`src/rtl/wbuf_pkg.sv`:
```
package wbuf_pkg;
  localparam int unsigned WB_HALVES = 2;
  typedef logic [0:0] half_idx_t;
endpackage

```
`src/rtl/wbuf_half.sv`:
```
module wbuf_half #(
  parameter int unsigned DATA_W = 32,
  parameter int unsigned BEATS  = 4,
  parameter int unsigned BE_W   = DATA_W / 8,
  parameter int unsigned SEL_W  = 2,
  parameter int unsigned TAG_W  = 12
) (
  input  logic                    clk_i,
  input  logic                    rst_ni,
  input  logic                    wr_en_i,
  input  logic                    load_i,
  input  logic                    clr_i,
  input  logic [TAG_W-1:0]        tag_i,
  input  logic [SEL_W-1:0]        sel_i,
  input  logic [DATA_W-1:0]       data_i,
  input  logic [BE_W-1:0]         strb_i,
  output logic                    valid_o,
  output logic [TAG_W-1:0]        tag_o,
  output logic [BEATS*BE_W-1:0]   mask_o,
  output logic [BEATS*DATA_W-1:0] data_o
);
  logic                    valid_q;
  logic [TAG_W-1:0]        tag_q;
  logic [BEATS*BE_W-1:0]   mask_q, mask_d;
  logic [BEATS*DATA_W-1:0] data_q, data_d;

  always_comb begin
    data_d = data_q;
    mask_d = mask_q;
    if (clr_i) mask_d = '0;
    if (wr_en_i) begin
      if (load_i) mask_d = '0;
      for (int k = 0; k < int'(BE_W); k++) begin
        if (strb_i[k]) begin
          data_d[int'(sel_i)*DATA_W + k*8 +: 8] = data_i[k*8 +: 8];
          mask_d[int'(sel_i)*BE_W + k]          = 1'b1;
        end
      end
    end
  end

  always_ff @(posedge clk_i or negedge rst_ni) begin
    if (!rst_ni) begin
      valid_q <= 1'b0;
      tag_q   <= '0;
      mask_q  <= '0;
      data_q  <= '0;
    end else begin
      mask_q <= mask_d;
      data_q <= data_d;
      if (wr_en_i && load_i) tag_q <= tag_i;
      if (clr_i) valid_q <= 1'b0;
      else if (wr_en_i) valid_q <= 1'b1;
    end
  end

  assign valid_o = valid_q;
  assign tag_o   = tag_q;
  assign mask_o  = mask_q;
  assign data_o  = data_q;

  // a cleared half must hold no byte marks on the following cycle
  p_clear_empty_r10: assert property (@(posedge clk_i) disable iff (!rst_ni)
    clr_i && !wr_en_i |=> !valid_o && (mask_o == '0));
endmodule

```
`src/rtl/wbuf_timer.sv`:
```
module wbuf_timer #(
  parameter int unsigned CNT_W = 8
) (
  input  logic             clk_i,
  input  logic             rst_ni,
  input  logic             load_i,
  input  logic [CNT_W-1:0] val_i,
  input  logic             stop_i,
  output logic             expired_o
);
  logic             armed_q;
  logic [CNT_W-1:0] cnt_q;

  always_ff @(posedge clk_i or negedge rst_ni) begin
    if (!rst_ni) begin
      armed_q <= 1'b0;
      cnt_q   <= '0;
    end else if (load_i) begin
      armed_q <= 1'b1;
      cnt_q   <= val_i;
    end else if (stop_i) begin
      armed_q <= 1'b0;
    end else if (armed_q && cnt_q != '0) begin
      cnt_q <= cnt_q - 1'b1;
    end
  end

  assign expired_o = armed_q && (cnt_q == '0);

  // expiry persists until serviced or restarted
  p_expiry_held_r7: assert property (@(posedge clk_i) disable iff (!rst_ni)
    expired_o && !load_i && !stop_i |=> expired_o);
endmodule

```
`src/rtl/wbuf_merge.sv`:
```
module wbuf_merge
  import wbuf_pkg::*;
#(
  parameter int unsigned ADDR_W = 16,
  parameter int unsigned DATA_W = 32,
  parameter int unsigned BEATS  = 4,
  parameter int unsigned TMR_W  = 8
) (
  input  logic              clk_i,
  input  logic              rst_ni,
  input  logic              enable_i,
  input  logic [TMR_W-1:0]  timeout_i,
  input  logic              wr_valid_i,
  output logic              wr_ready_o,
  input  logic [ADDR_W-1:0] wr_addr_i,
  input  logic [DATA_W-1:0] wr_data_i,
  input  logic [DATA_W/8-1:0] wr_strb_i,
  input  logic              rd_valid_i,
  output logic              rd_ready_o,
  input  logic [ADDR_W-1:0] rd_addr_i,
  output logic              mem_rd_valid_o,
  input  logic              mem_rd_ready_i,
  output logic [ADDR_W-1:0] mem_rd_addr_o,
  output logic              mem_wr_valid_o,
  input  logic              mem_wr_ready_i,
  output logic [ADDR_W-1:0] mem_wr_addr_o,
  output logic [DATA_W-1:0] mem_wr_data_o,
  output logic [DATA_W/8-1:0] mem_wr_be_o,
  output logic              mem_wr_last_o
);
  localparam int unsigned BE_W  = DATA_W / 8;
  localparam int unsigned WOFF  = $clog2(BE_W);
  localparam int unsigned SEL_W = $clog2(BEATS);
  localparam int unsigned QOFF  = WOFF + SEL_W;
  localparam int unsigned TAG_W = ADDR_W - QOFF;

  half_idx_t        act_q, drain_idx_q, wr_tgt;
  logic             drain_busy_q;
  logic [SEL_W-1:0] beat_q;

  logic                    h_valid [WB_HALVES];
  logic [TAG_W-1:0]        h_tag   [WB_HALVES];
  logic [BEATS*BE_W-1:0]   h_mask  [WB_HALVES];
  logic [BEATS*DATA_W-1:0] h_data  [WB_HALVES];

  logic [TAG_W-1:0] wr_tag, rd_tag;
  logic [SEL_W-1:0] wr_sel;
  logic act_valid, wr_miss, rd_hit_act, rd_blk, tmr_exp;
  logic flush_req, wr_fire, drain_start, beat_acc, drain_done;
  logic unused_wr_low;

  assign wr_tag        = wr_addr_i[ADDR_W-1:QOFF];
  assign wr_sel        = wr_addr_i[QOFF-1:WOFF];
  assign rd_tag        = rd_addr_i[ADDR_W-1:QOFF];
  assign unused_wr_low = ^wr_addr_i[WOFF-1:0];

  assign act_valid  = h_valid[act_q];
  assign wr_miss    = act_valid && (h_tag[act_q] != wr_tag);
  assign rd_hit_act = act_valid && (h_tag[act_q] == rd_tag);
  assign rd_blk     = rd_hit_act || (drain_busy_q && h_tag[drain_idx_q] == rd_tag);

  // flush of the active half for any reason other than a write miss
  assign flush_req   = act_valid && (!enable_i || tmr_exp || (rd_valid_i && rd_hit_act));
  assign wr_ready_o  = !flush_req && !(wr_miss && drain_busy_q);
  assign wr_fire     = wr_valid_i && wr_ready_o;
  assign drain_start = (wr_fire && wr_miss) || (flush_req && !drain_busy_q);
  assign wr_tgt      = drain_start ? ~act_q : act_q;
  assign beat_acc    = mem_wr_valid_o && mem_wr_ready_i;
  assign drain_done  = beat_acc && mem_wr_last_o;

  for (genvar g = 0; g < WB_HALVES; g++) begin : g_half
    wbuf_half #(
      .DATA_W(DATA_W), .BEATS(BEATS), .BE_W(BE_W), .SEL_W(SEL_W), .TAG_W(TAG_W)
    ) u_half (
      .clk_i   (clk_i),
      .rst_ni  (rst_ni),
      .wr_en_i (wr_fire && (wr_tgt == half_idx_t'(g))),
      .load_i  (!h_valid[g]),
      .clr_i   (drain_done && (drain_idx_q == half_idx_t'(g))),
      .tag_i   (wr_tag),
      .sel_i   (wr_sel),
      .data_i  (wr_data_i),
      .strb_i  (wr_strb_i),
      .valid_o (h_valid[g]),
      .tag_o   (h_tag[g]),
      .mask_o  (h_mask[g]),
      .data_o  (h_data[g])
    );
  end

  wbuf_timer #(.CNT_W(TMR_W)) u_timer (
    .clk_i     (clk_i),
    .rst_ni    (rst_ni),
    .load_i    (wr_fire),
    .val_i     (timeout_i),
    .stop_i    (drain_start),
    .expired_o (tmr_exp)
  );

  always_ff @(posedge clk_i or negedge rst_ni) begin
    if (!rst_ni) begin
      act_q        <= '0;
      drain_idx_q  <= '0;
      drain_busy_q <= 1'b0;
      beat_q       <= '0;
    end else if (drain_start) begin
      drain_busy_q <= 1'b1;
      drain_idx_q  <= act_q;
      beat_q       <= '0;
      act_q        <= ~act_q;
    end else if (beat_acc) begin
      beat_q <= beat_q + 1'b1;
      if (mem_wr_last_o) drain_busy_q <= 1'b0;
    end
  end

  assign mem_wr_valid_o = drain_busy_q;
  assign mem_wr_addr_o  = {h_tag[drain_idx_q], beat_q, {WOFF{1'b0}}};
  assign mem_wr_data_o  = h_data[drain_idx_q][int'(beat_q)*DATA_W +: DATA_W];
  assign mem_wr_be_o    = h_mask[drain_idx_q][int'(beat_q)*BE_W +: BE_W];
  assign mem_wr_last_o  = drain_busy_q && (beat_q == SEL_W'(BEATS-1));

  assign mem_rd_valid_o = rd_valid_i && !rd_blk;
  assign rd_ready_o     = mem_rd_ready_i && !rd_blk;
  assign mem_rd_addr_o  = rd_addr_i;

  p_beat_hold_r11: assert property (@(posedge clk_i) disable iff (!rst_ni)
    mem_wr_valid_o && !mem_wr_ready_i |=> mem_wr_valid_o && $stable(mem_wr_addr_o)
      && $stable(mem_wr_data_o) && $stable(mem_wr_be_o));

  p_miss_stall_r4: assert property (@(posedge clk_i) disable iff (!rst_ni)
    mem_wr_valid_o && wr_valid_i && act_valid && (h_tag[act_q] != wr_tag) |-> !wr_ready_o);

  p_read_after_write_r5: assert property (@(posedge clk_i) disable iff (!rst_ni)
    mem_rd_valid_o |-> !(mem_wr_valid_o &&
      mem_wr_addr_o[ADDR_W-1:QOFF] == mem_rd_addr_o[ADDR_W-1:QOFF]));

  p_disable_flush_r9: assert property (@(posedge clk_i) disable iff (!rst_ni)
    !enable_i && act_valid && !mem_wr_valid_o |=> mem_wr_valid_o);

  p_idle_after_last_r10: assert property (@(posedge clk_i) disable iff (!rst_ni)
    drain_done |=> !mem_wr_valid_o);

  p_last_in_burst_r2: assert property (@(posedge clk_i) disable iff (!rst_ni)
    mem_wr_last_o |-> mem_wr_valid_o);
endmodule

```
`config.mk`:
```
export PLATFORM = sky130hd
export DESIGN_NAME = wbuf_merge
export DESIGN_NICKNAME = d
export VERILOG_FILES = /design/src/rtl/wbuf_pkg.sv /design/src/rtl/wbuf_half.sv /design/src/rtl/wbuf_timer.sv /design/src/rtl/wbuf_merge.sv
export SDC_FILE = /design/constraint.sdc
export NUM_CORES = 1
export LEC_CHECK = 0
export BUFFER_PORTS_ARGS = -buffer_cell sky130_fd_sc_hd__buf_2
export CAP_MARGIN = 20
export CORE_ASPECT_RATIO = 1.75
export CORE_MARGIN = 8
export CORE_UTILIZATION = 55
export CTS_CLUSTER_DIAMETER = 200
export DETAILED_ROUTE_END_ITERATION = 10
export MAX_ROUTING_LAYER = met4
export PLACE_DENSITY = 0.8
export SLEW_MARGIN = 5
export SYNTH_ARGS = -nofsm -noshare
export SYNTH_HDL_FRONTEND = slang
export SYNTH_HIERARCHICAL = 1
export SYNTH_SLANG_ARGS = --single-unit
```
`constraint.sdc`:
```
create_clock -name clk_i -period 3.9 [get_ports clk_i]
set_clock_uncertainty 0.15 [all_clocks]
set_input_delay 0.585 -clock clk_i [delete_from_list [all_inputs] [get_ports clk_i]]
set_output_delay 0.585 -clock clk_i [all_outputs]
set_load 0.005 [all_outputs]
```
# Word level (Yosys, flattened, before mapping)
# Index checks and enable logic that the tools add are counted.
# word_totals
reg_bits	328
input_bits	83
output_inout_bits	73
elab_cells	194
# classes
n_addsub	12
n_lt_le_gt_ge	10
n_eq_ne	5
shifts	10
mux	82
bitwise_logic	13
n_reduce_logical	48
# op_table
operator	count
$mux 128	17
$bwmux 128	8
$shift 8x34->128 const A	4
$shiftx 8x34->128	4
$mux 16	25
$shiftx 128x8->32	1
$neg 32->34	3
$ge 32x1->1 const B	3
$lt 32x5->1 const B	3
$or 16x16->16	6
$mux 12	6
$neg 7->34	1
$or 16x13->16	2
$logic_and 1x1->1	27
$eq 12x12->1	2
$mux 8	3
$mux 1	17
$add 7x5->8 const B	2
$shiftx 16x5->4	1
$demux 1 s4	3
$ne 12x12->1	1
$reduce_bool 2->1	6
$add 4x2->5 const B	2
$add 7x4->8 const B	1
17 further kinds	32

# Depth between registers and ports, before layout
# Gate-level depths: netlist (run 1).
# logic_depth
depth_word	30
depth_mapped	15
mapped_depth_nobuf	11

# Modules after synthesis
# The synthesis (run 1) kept the hierarchy.
# modules_own_cells
mod	instances	cells_each	area_per_inst_um2	seq_area_each_um2
wbuf_half at g_half[0].u_half	1	527	7129.3	3928.8
wbuf_half at g_half[1].u_half	1	459	6122.1	3928.8
wbuf_merge	1	282	3395.8	125.1
wbuf_timer	1	64	593.1	225.2

# Worst setup path after synthesis (run 1)
# Ideal clock, no wire load.
# synth_timing
path_type	register to register
startpoint	register act_q
endpoint	register g_half[1].u_half.data_q[127]
setup_time_ns	0.133
t_arrival_ns	2.930
required_time_ns	3.617
setup_slack_ns	0.688
path_stages_with_launch	16
path_buffers	5
period_less_slack_ns	3.212
path_cell_list	dfrtp_1 > buf_6 > buf_2 > mux2i_1 > xnor2_1 > nor4_1 > nand3_1 > a211oi_1 > o21ai_0 > a21boi_0 > buf_4 > buf_4 > nand3_1 > buf_2 > nand2_1 > o21ai_0
# synth_via
elab_chain_cells	16
word_cells_on_any_way	25
cone_classes	eq/ne (2); mux (7); bitwise (2); reduce/logical (14)
# synth_lines
item	line_no	source
start, declared	wbuf_merge.sv:37	half_idx_t act_q, drain_idx_q, wr_tgt;
start signal, assigned	wbuf_merge.sv:110	act_q <= ~act_q;
$not 1->2 (not written as such)	wbuf_merge.sv:57, wbuf_merge.sv:58, wbuf_merge.sv:59	
$mux 12 (not written as such) (3 in a row)	wbuf_merge.sv:58, wbuf_merge.sv:59	
$eq 12x12->1	wbuf_merge.sv:59	assign rd_hit_act = act_valid && (h_tag[act_q] == rd_tag);
$logic_and 1x1->1	wbuf_merge.sv:59	
$logic_and 1x1->1	wbuf_merge.sv:63	assign flush_req = act_valid && (!enable_i || tmr_exp || (rd_valid_i && rd_hit_act));
$logic_or 1x1->1	wbuf_merge.sv:63	
$logic_and 1x1->1	wbuf_merge.sv:63	
$logic_not 1->1	wbuf_merge.sv:64	assign wr_ready_o = !flush_req && !(wr_miss && drain_busy_q);
$logic_and 1x1->1	wbuf_merge.sv:64	
$logic_and 1x1->1	wbuf_merge.sv:65	assign wr_fire = wr_valid_i && wr_ready_o;
$logic_and 1x1->1	wbuf_merge.sv:66	assign drain_start = (wr_fire && wr_miss) || (flush_req && !drain_busy_q);
$logic_or 1x1->1	wbuf_merge.sv:66	
$mux 1	--	
$logic_and 1x1->1 *	wbuf_merge.sv:77	.wr_en_i (wr_fire && (wr_tgt == half_idx_t'(g))),
end signal, assigned	wbuf_half.sv:50	data_q <= data_d;
end, declared	wbuf_half.sv:25	logic [BEATS*DATA_W-1:0] data_q, data_d;
# Mark *: on every way between the ends. The rest lies on a longest branch, timed or not. The select of a mux whose other input is x is not followed.
# A chain may end at the register's enable or synchronous reset.

# Final worst setup path (run 1)
# layout_timing
startpoint	register act_q
endpoint	register g_half[0].u_half.mask_q[0]
# layout_via
elab_chain_cells	18
word_cells_on_any_way	27
cone_classes	eq/ne (2); mux (8); bitwise (3); reduce/logical (14)
# layout_lines
item	line_no	source
$not 1->2 (not written as such)	wbuf_merge.sv:57, wbuf_merge.sv:58, wbuf_merge.sv:59	
$mux 12 (not written as such) (3 in a row)	wbuf_merge.sv:58, wbuf_merge.sv:59	
$eq 12x12->1	wbuf_merge.sv:59	
$logic_and 1x1->1	wbuf_merge.sv:59	
$logic_and 1x1->1	wbuf_merge.sv:63	
$logic_or 1x1->1	wbuf_merge.sv:63	
$logic_and 1x1->1	wbuf_merge.sv:63	
$logic_not 1->1	wbuf_merge.sv:64	
$logic_and 1x1->1	wbuf_merge.sv:64	
$logic_and 1x1->1	wbuf_merge.sv:65	
$logic_and 1x1->1	wbuf_merge.sv:66	
$logic_or 1x1->1	wbuf_merge.sv:66	
$mux 1	--	
$not 1->1	wbuf_merge.sv:77	
$logic_and 1x1->1 *	wbuf_merge.sv:77	
$mux 16 *	wbuf_half.sv:31	if (wr_en_i) begin
net g_half[0].u_half.mask_d[0]	wbuf_half.sv:24	logic [BEATS*BE_W-1:0] mask_q, mask_d;
end signal, assigned	wbuf_half.sv:49	mask_q <= mask_d;
end, declared	wbuf_half.sv:24	
# The timed path passes the listed nets; every way through them passes the cells marked *. The select of a mux whose other input is x is not followed.

==> results of run 1 <==
==> registers in the layout, indices dropped and copies added (netlist names), 2 cells and up <==
register	flops
u_timer/cnt_q	8
beat_q	2
g_half.u_half/valid_o	2
g_half.u_half/tag_o	24
g_half.u_half/mask_o	32
g_half.u_half/data_o	256
==> area by class of cell <==
cell class / count / area (sq um) / share of cell area [%]
Multi-Input combinational cell: 870 / 8370 / 43.0
Sequential cell: 328 / 8220 / 42.3
Timing Repair Buffer: 185 / 1170 / 6.01
Clock buffer: 37 / 838 / 4.31
Tap cell: 396 / 495 / 2.55
Clock inverter: 19 / 277 / 1.42
Inverter: 17 / 63.8 / 0.328
Antenna cell: 7 / 17.5 / 0.0901
==> worst min-delay path by stage <==
stage / from / to / slack, ns / depth (start not counted)
final: timeout_i[4] / u_timer/cnt_q[4]$_DFFE_PN0P_ / 0.06 / 3
after global routing: timeout_i[4] / u_timer/cnt_q[4]$_DFFE_PN0P_ / 0.05 / 3
after CTS: timeout_i[4] / u_timer/cnt_q[4]$_DFFE_PN0P_ / 0.04 / 3
after detailed placement: g_half[0].u_half/mask_o[7]$_DFF_PN0_ / g_half[0].u_half/mask_o[7]$_DFF_PN0_ / 0.31 / 1
after global placement: g_half[0].u_half/mask_o[14]$_DFF_PN0_ / g_half[0].u_half/mask_o[14]$_DFF_PN0_ / 0.30 / 1
after floorplan: rst_ni / act_q$_DFF_PN0_ / 0.14 / 0
==> per-layer routing <==
layer,vias to the layer above,global-route usage (%)
met2,381,40.2
li1,5197,-
met5,-,-
met1,6225,29.0
met3,91,2.51
met4,0,9.78
==> power breakdown <==
part	internal [mW]	switching, mW
logic	2.15	1.87
clock network	1.94	1.37
registers	4.29	0.766
total	8.38	4.01
==> worst reg2reg max path: cells and delay by family, from the launching register on <==
kind | cells | cell delay (ns)
AO/OA/AOI/OAI | 6 | 1.85
buffers and inverters | 2 | 0.38
flip-flops | 1 | 0.42
multiplexers | 1 | 0.35
AND/OR/NAND/NOR | 2 | 0.49
==> logic make-up after synthesis <==
kind of cell | synth area share, %
and+or+nand+nor | 13.1
DFF | 47.6
muxes | 21.9
AOI/OAI and AO/OA | 10.3
buffers and inverters | 4.07
xor gates and xnor gates | 1.63
adders and majority gates | 1.38
other | 0.0218
==> synthesized netlist by cell type, drive strengths merged (16+ instances only) <==
library cell / number / share of area [%]
o2bb2ai: 16 / 1.1
a22o: 101 / 5.1
mux4: 72 / 9.4
nand2: 96 / 2.1
nor3b: 26 / 1.2
nand3: 24 / 0.77
and3b: 48 / 2.4
dfrtp: 328 / 48
mux2: 179 / 12
a32o: 18 / 1.0
o21ai: 36 / 1.0
inv: 16 / 0.35
clkbuf: 39 / 0.85
xnor2: 18 / 0.91
and3: 39 / 1.4
nand4: 18 / 0.65
buf: 79 / 2.9
nor2: 18 / 0.39
ha: 19 / 1.4
==> repair_timing <==
action | CTS | global route
buffers inserted | 0 | 5
hold endpoints to repair | 93 | 0
setup endpoints to repair | 0 | 149
hold buffers | 1 | 0
resized for setup | 0 | 8
==> results.py, run 1 <==
metrics = {
    "worst_setup_path": {
        "worst_path_largest_cell_delay_ns": 0.75,
        "reg2reg_from": "act_q$_DFF_PN0_",
        "endpoint_kind": "flip-flop",
        "cp_max_fo": 40,
        "critPathCapture": "g_half[0].u_half/mask_o[0]$_DFF_PN0_",
        "r2r_cells": 11,
        "startpoint": "act_q$_DFF_PN0_",
        "slowest_stage": "a21oi_2",
        "critPathTopFamily": "compound AO/OA/AOI/OAI gates",
        "cpMostUsedCell": "buf_12",
        "worstSetupStartpointType": "flip-flop",
        "worstPathRequired_ns": 4.26,
        "crit_type": "flip-flop to flip-flop",
        "cp.depth": 11,
        "r2r-end": "g_half[0].u_half/mask_o[0]$_DFF_PN0_",
        "cp.buffers_inverters": 2,
        "r2r_slack_ns": 0.19,
        "crit_chain": "buf_12 -> mux2_2 -> a222oi_1 -> nand4_1 -> nor4_4 -> a211oi_1 -> o21bai_1 -> a21boi_4 -> buf_12 -> a21oi_2 -> a32o_1",
        "critical_path_arrival_ns": 4.07,
    },
    "die": {
        "die_h_um": 250,
        "core_area_sq_mm": 0.0312,
        "std_cell_rows": 86,
        "dieArea_sq_mm": 0.0375,
        "io_pins": 156,
        "die_x_um": 150,
        "start_util_pct": 55.2,
    },
    "place": {
        "portBuffers": 143,
        "place_congestion": 0.849,
        "post-dp-hpwl_um": 28400,
        "pre_cts_ws_ns": 0.0159,
        "placed_cells": 1790,
        "placed_area_sq_mm": 0.0182,
    },
    "timing": {
        "finalCritPeriodShare_pct": 95.1,
        "fin_crit_ns": 3.71,
        "slew_headroom_pct": 37.5,
        "hold_viol_final": 0,
        "hold_ws_ns": 0.0560,
        "setup_viol": 0,
        "maxSlewViolCount": 0,
        "worstMarginPinSlew_ns": 0.937,
        "layout_setup_ws_ns": 0.191,
        "fmax_mhz": 270,
        "rsz0062_at_grt": "false",
        "tns_ns": 0,
    },
    "outcome": {
        "outcome": "complete, no violations",
    },
    "synthesis": {
        "yosys_warnings": 6,
        "async_reset_ff_share_pct": 100,
        "synth-seq-cells": 328,
        "synthCells": 1332,
        "synthFlopType": "dfrtp_1",
        "synth_edf_count": 0,
        "syn_area_sq_mm": 0.0172,
        "ys_types": 75,
        "syn_area_per_cell_sq_um": 12.9,
        "seq_area_frac_synth_pct": 47.6,
    },
    "clock_network": {
        "clock_latency_ns": 0.58,
        "clockBufferDepth": 3,
        "path_clk_slew_ns": 0.07,
        "numClockSinks": 328,
        "cts_max_level": 1,
        "cts_made_buffers": 31,
        "cts-root-buf": "clkbuf_16",
        "cts_tree": "yes",
    },
    "global_route": {
        "grt_pass1_wl_um": 70200,
        "grt_start_max_net_pins": 99,
        "overflow": 0,
        "grt_pass1_vias": 12800,
        "antenna_found_initial": 5,
        "grt_usage_pct": 23.9,
    },
    "detailed_routing": {
        "wl_met2_um": 23000,
        "antenna_left": 0,
        "wl_per_cell_um": 23.6,
        "met3WireLength_um": 2230,
        "vias": 11900,
        "wirelength_met1_um": 17000,
        "top_layer": "met4",
        "via_per_inst": 6.40,
        "routed_wl_um": 43800,
        "drc_errors": 0,
        "drt_iter0_markers": 900,
        "firstDrtPassIters": 5,
    },
    "cells_and_area": {
        "layout_commonest_cell": "dfrtp_1",
        "final_area_sq_mm": 0.0194,
        "area_growth_pct": 12.8,
        "fin_cells": 1859,
        "mostFrequentLayoutCells": "dfrtp_1, buf_2, a22o_1",
        "drive_gt1_share_pct": 30.9,
        "final_nets": 1535,
        "fillers": 2355,
        "final_core_util_pct": 62.3,
    },
    "job": {
        "drv_cap": 0,
    },
    "power": {
        "ir_drop_uv": 456,
        "p_total_mw": 12.4,
        "cellPowerDensity_mw_per_mm2": 637,
        "p_leak_nw": 9.35,
    },
    "hold_path": {
        "hold_class": "primary input to flip-flop",
    },
}
Note: power is estimated with default switching activity, not from simulation.
==> run 2, diff against run 1 <==
--- a/config.mk
+++ b/config.mk
@@ -12,6 +12,7 @@
 export CORE_UTILIZATION = 55
 export CTS_CLUSTER_DIAMETER = 200
 export DETAILED_ROUTE_END_ITERATION = 10
+export HOLD_SLACK_MARGIN = 0.06
 export MAX_ROUTING_LAYER = met4
 export PLACE_DENSITY = 0.8
 export SLEW_MARGIN = 5
==> results.py, run 2 (same netlist as run 1, synthesis figures left out) <==
metrics = {
    "outcome": {
        "outcome": "complete, no violations",
    },
    "place": {
        "placed_cells": 1790,
        "placed_area_sq_mm": 0.0182,
        "portBuffers": 143,
        "post-dp-hpwl_um": 28400,
        "place_congestion": 0.849,
    },
    "worst_setup_path": {
        "worstSetupStartpointType": "flip-flop",
        "cp_max_fo": 40,
        "crit_chain": "buf_12 -> mux2_2 -> a222oi_1 -> nand4_1 -> nor4_4 -> a211oi_1 -> o21bai_1 -> a21boi_4 -> buf_12 -> a21oi_2 -> a32o_1",
        "slowest_stage": "a21oi_2",
        "endpoint_kind": "flip-flop",
        "critical_path_arrival_ns": 4.05,
        "worst_path_largest_cell_delay_ns": 0.73,
        "crit_type": "flip-flop to flip-flop",
        "worstPathRequired_ns": 4.26,
        "cpMostUsedCell": "buf_12",
    },
    "timing": {
        "fmax_mhz": 271,
        "finalCritPeriodShare_pct": 94.5,
        "fin_crit_ns": 3.68,
        "setup_viol": 0,
        "maxSlewViolCount": 0,
        "slew_headroom_pct": 39.3,
        "tns_ns": 0,
        "rsz0062_at_grt": "false",
        "worstMarginPinSlew_ns": 0.910,
        "hold_viol_final": 0,
    },
    "power": {
        "cellPowerDensity_mw_per_mm2": 637,
        "ir_drop_uv": 467,
        "p_leak_nw": 9.36,
        "p_total_mw": 12.4,
    },
    "clock_network": {
        "path_clk_slew_ns": 0.07,
        "cts_tree": "yes",
        "cts_made_buffers": 31,
        "cts_max_level": 1,
        "clock_latency_ns": 0.58,
        "clockBufferDepth": 3,
        "numClockSinks": 328,
        "cts-root-buf": "clkbuf_16",
    },
    "detailed_routing": {
        "drc_errors": 0,
        "routed_wl_um": 43800,
        "via_per_inst": 6.41,
        "vias": 11900,
        "firstDrtPassIters": 6,
        "drt_iter0_markers": 879,
        "wl_per_cell_um": 23.5,
        "antenna_left": 0,
    },
    "cells_and_area": {
        "area_growth_pct": 12.9,
        "mostFrequentLayoutCells": "dfrtp_1, buf_2, a22o_1",
        "final_area_sq_mm": 0.0195,
        "final_core_util_pct": 62.4,
        "final_nets": 1537,
        "largest_reg_flops": 256,
        "fin_cells": 1860,
        "drive_gt1_share_pct": 30.9,
        "layout_commonest_cell": "dfrtp_1",
    },
    "global_route": {
        "grt_pass1_wl_um": 70200,
        "grt_start_max_net_pins": 99,
        "grt_pass1_vias": 12800,
        "overflow": 0,
        "antenna_found_initial": 5,
        "grt_usage_pct": 24.0,
    },
    "job": {
        "drv_cap": 0,
    },
    "die": {
        "core_area_sq_mm": 0.0312,
        "start_util_pct": 55.2,
        "die_x_um": 150,
        "dieArea_sq_mm": 0.0375,
        "die_h_um": 250,
        "io_pins": 156,
        "std_cell_rows": 86,
    },
    "hold_path": {
        "hold_class": "primary input to flip-flop",
    },
}
-- run 2: final cells by class --
class	count	area, sq um
clock buffers	37	838
diodes	6	15.0
multi-input cells	870	8370
well taps	396	495
fillers	2356	11700
flip-flops and latches	328	8220
clock inverters	19	277
repair buffers	187	1190
inverters	17	63.8
-- run 2: final timing paths --
| path | end | slack (ns) | from | cells past startpoint |
|---|---|---|---|---|
| max reg2reg | g_half[0].u_half/mask_o[0]$_DFF_PN0_ | 0.22 | act_q$_DFF_PN0_ | 11 |
| min reg2reg | g_half[0].u_half/mask_o[7]$_DFF_PN0_ | 0.33 | g_half[0].u_half/mask_o[7]$_DFF_PN0_ | 1 |
| min | u_timer/cnt_q[3]$_DFFE_PN0P_ | 0.09 | timeout_i[3] | 3 |
| max in group asynchronous | g_half[1].u_half/data_o[60]$_DFFE_PN0P_ | 2.04 | rst_ni | 3 |
| max | g_half[0].u_half/mask_o[0]$_DFF_PN0_ | 0.22 | act_q$_DFF_PN0_ | 11 |
| min in group asynchronous | g_half[1].u_half/data_o[2]$_DFFE_PN0P_ | 0.45 | rst_ni | 2 |
-- run 2: per-layer routing --
layer	share of wire (%)	up-vias	wire length, um	track usage (%)
met5	0	-	0	-
met4	3.5	0	1550	9.78
met3	5.4	97	2360	2.51
met2	52	403	22900	40.2
met1	39	6216	17000	28.9
li1	-	5200	-	-
-- run 2: report_power, final --
part	total [mW]	internal, mW	leakage [nW]	switching, mW
clock network	3.31	1.94	0.534	1.38
logic	4.02	2.15	4.39	1.86
registers	5.06	4.29	4.43	0.769
total	12.4	8.38	9.36	4.01
-- run 2: worst max-delay path: cells and delay by family (launching register included) --
kind | cells | cell delay (ns)
muxes | 1 | 0.35
buffers and inverters | 2 | 0.38
AOI/OAI and AO/OA | 6 | 1.81
and+or+nand+nor | 2 | 0.49
DFF | 1 | 0.42
-- run 2: what timing repair did --
item / in CTS / in global routing
setup endpoints to repair: 0 / 149
hold buffers: 3 / 0
buffers inserted: 0 / 5
gates resized for setup: 0 / 8
endpoints found under the hold margin: 95 / 0
-- run 2: per-stage QoR --
| stage | hold WS (ns) | worst slack (ns) |
|---|---|---|
| 5_1_grt | 0.0990 | 0.0585 |
| 3_5_place_dp | 0.310 | 0.0159 |
| 6_report | 0.0867 | 0.216 |
| 3_3_place_gp | 0.303 | 0.175 |
| 2_1_floorplan | 0.139 | 0.688 |
| 4_1_cts | 0.0686 | 0.00163 |
==> run 3, diff against run 2 <==
--- a/config.mk
+++ b/config.mk
@@ -5,6 +5,7 @@
 export SDC_FILE = /design/constraint.sdc
 export NUM_CORES = 1
 export LEC_CHECK = 0
+export ABC_AREA = 1
 export BUFFER_PORTS_ARGS = -buffer_cell sky130_fd_sc_hd__buf_2
 export CAP_MARGIN = 20
 export CORE_ASPECT_RATIO = 1.75
@@ -14,7 +15,7 @@
 export DETAILED_ROUTE_END_ITERATION = 10
 export HOLD_SLACK_MARGIN = 0.06
 export MAX_ROUTING_LAYER = met4
-export PLACE_DENSITY = 0.8
+export PLACE_DENSITY = 0.79
 export SLEW_MARGIN = 5
 export SYNTH_ARGS = -nofsm -noshare
 export SYNTH_HDL_FRONTEND = slang
==> results.py, run 3 <==
metrics = {
    "detailed_routing": {
        "antenna_left": 0,
        "vias": 18200,
        "wl_met2_um": 28800,
        "drc_errors": 0,
        "wl_per_cell_um": 18.4,
        "drt_iter0_markers": 1442,
        "routed_wl_um": 57800,
        "met3WireLength_um": 4770,
        "top_layer": "met4",
        "wirelength_met1_um": 21200,
        "firstDrtPassIters": 7,
        "via_per_inst": 5.80,
    },
    "cells_and_area": {
        "drive_gt1_share_pct": 11.0,
        "area_growth_pct": 10.8,
        "final_area_sq_mm": 0.0203,
        "layout_commonest_cell": "nand2_1",
        "fin_cells": 3135,
        "final_nets": 2803,
        "mostFrequentLayoutCells": "nand2_1, nor2_1, dfrtp_1",
        "largest_reg_flops": 256,
        "final_core_util_pct": 61.7,
    },
    "outcome": {
        "outcome": "complete, no violations",
    },
    "synthesis": {
        "ys_types": 40,
        "synthFlopType": "dfrtp_1",
        "async_reset_ff_share_pct": 100,
        "synth.most_common_cell": "nand2_1",
        "synthCells": 2632,
        "synth_top_area_share_pct": 44.8,
        "yosys_warnings": 6,
        "synth_area_leaders": "dfrtp_1, nand2_1, nor2_1",
        "syn_area_sq_mm": 0.0183,
        "synth-seq-cells": 328,
        "syn_area_per_cell_sq_um": 6.96,
        "synth_top_cell_by_area": "dfrtp_1",
        "synth_edf_count": 0,
        "synth_common_cells": "nand2_1, nor2_1, dfrtp_1, o21ai_0, nand3_1",
        "seq_area_frac_synth_pct": 44.8,
    },
    "place": {
        "portBuffers": 143,
        "placed_cells": 3073,
        "post-dp-hpwl_um": 37700,
        "place_congestion": 0.897,
        "placed_area_sq_mm": 0.0192,
        "pre_cts_ws_ns": 0.350,
    },
    "timing": {
        "layout_setup_ws_ns": 0.167,
        "hold_ws_ns": 0.128,
        "worstMarginPinSlew_ns": 0.915,
        "slew_headroom_pct": 38.7,
        "tns_ns": 0,
        "rsz0062_at_grt": "false",
        "fmax_mhz": 268,
        "fin_crit_ns": 3.73,
        "setup_viol": 0,
        "finalCritPeriodShare_pct": 95.7,
        "hold_viol_final": 0,
        "maxSlewViolCount": 0,
    },
    "power": {
        "comb_power_share_pct": 41.8,
        "switching_power_mw": 5.79,
        "cellPowerDensity_mw_per_mm2": 687,
        "p_leak_nw": 10.9,
        "intPower_mw": 8.14,
        "p_seq_share_pct": 35.5,
        "clkPwrFrac_pct": 22.7,
        "p_sw_share_pct": 41.6,
        "ir_drop_uv": 398,
        "p_total_mw": 13.9,
    },
    "clock_network": {
        "cts_tree": "yes",
        "cts-root-buf": "clkbuf_16",
        "numClockSinks": 328,
        "cts_made_buffers": 30,
        "path_clk_slew_ns": 0.07,
        "postCtsSetupBuffers": 0,
        "cts_max_level": 1,
        "clock_latency_ns": 0.58,
        "clockBufferDepth": 3,
    },
    "global_route": {
        "grt_usage_pct": 29.5,
        "overflow": 0,
        "antenna_found_initial": 5,
        "grt_pass1_vias": 17900,
        "grt_start_max_net_pins": 146,
        "grt_pass1_wl_um": 92300,
    },
    "die": {
        "die_h_um": 257,
        "std_cell_rows": 88,
        "start_util_pct": 55.6,
        "die_x_um": 154,
        "core_area_sq_mm": 0.0329,
        "dieArea_sq_mm": 0.0396,
        "io_pins": 156,
    },
    "worst_setup_path": {
        "crit_type": "flip-flop to output port",
        "critical_path_arrival_ns": 3.00,
        "worstPathRequired_ns": 3.16,
        "endpoint_kind": "output port",
        "cp_max_fo": 44,
        "worstSetupStartpointType": "flip-flop",
    },
    "hold_path": {
        "hold_class": "primary input to flip-flop",
    },
    "job": {
        "drv_cap": 0,
    },
}
## run 3: changes by cell type after synthesis, sizes merged, moves of 34 or more
cell   change
a22o      -99
a31oi     +34
and3      -38
and3b     -48
inv      +107
mux2     -179
mux4      -72
nand2    +871
nand3    +164
nor2     +477
o21ai    +211
o22ai     +39
## run 3: area by class of cell
type,instances,area [sq um]
diodes,6,15.0
clock buffers,43,841
clock inverters,12,198
fillers,3013,12600
inverters,127,479
multi-input cells,2027,8900
flip-flops and latches,328,8210
well taps,405,507
repair buffers,187,1150
## run 3: worst paths after layout
path / cells after the start / slack (ns) / endpoint / startpoint
max in group asynchronous: 3 / 2.12 / g_half[1].u_half/data_o[126]$_DFFE_PN0P_ / rst_ni
worst max-delay path: 7 / 0.17 / mem_wr_data_o[25] / drain_idx_q$_DFFE_PN0P_
min in group asynchronous: 2 / 0.44 / g_half[0].u_half/data_o[3]$_DFFE_PN0P_ / rst_ni
worst max register to register: 20 / 0.31 / g_half[1].u_half/data_o[113]$_DFFE_PN0P_ / act_q$_DFF_PN0_
worst min register to register: 2 / 0.32 / g_half[1].u_half/data_o[28]$_DFFE_PN0P_ / g_half[1].u_half/data_o[28]$_DFFE_PN0P_
worst min-delay path: 3 / 0.13 / beat_q[1]$_DFFE_PN0P_ / mem_wr_ready_i
## run 3: worst max-delay path, stage by stage, from the launching register on
cell and delay (ns):
dfrtp_4 0.60, inv_4 0.42, buf_4 0.47, o21ai_0 0.13, o22ai_1 0.24, nor2_1 0.07
a31oi_1 0.29, buf_2 0.18
## run 3: what timing repair did
item | CTS | global route
endpoints found under the setup margin | 0 | 0
hold buffers | 1 | 0
gates resized for setup | 0 | 0
endpoints found under the hold margin | 90 | 0
## run 3: power groups by stage
stage	combinational, mW	sequential [mW]	clock [mW]
floorplan	3.97	4.75	0
global placement	5.66	4.95	0
detailed placement	5.76	4.98	0
CTS	5.81	4.93	3.20
global route	6.49	5.05	3.33
finish	5.82	4.95	3.17
## run 3: kinds of logic after synthesis
kind of cell	share of synthesized area, %
XOR/XNOR	0.383
buffers and inverters	6.73
AND/OR/NAND/NOR	37.0
other	0.0205
flip-flops	44.8
adder cells (fa/ha/maj)	1.30
AO/OA/AOI/OAI	9.79
## run 3: metal layers
| layer | up-vias | global-route usage, % |
|---|---|---|
| met5 | - | - |
| met1 | 8567 | 32.9 |
| met3 | 216 | 4.53 |
| met4 | 0 | 16.3 |
| met2 | 936 | 50.0 |
| li1 | 8475 | - |
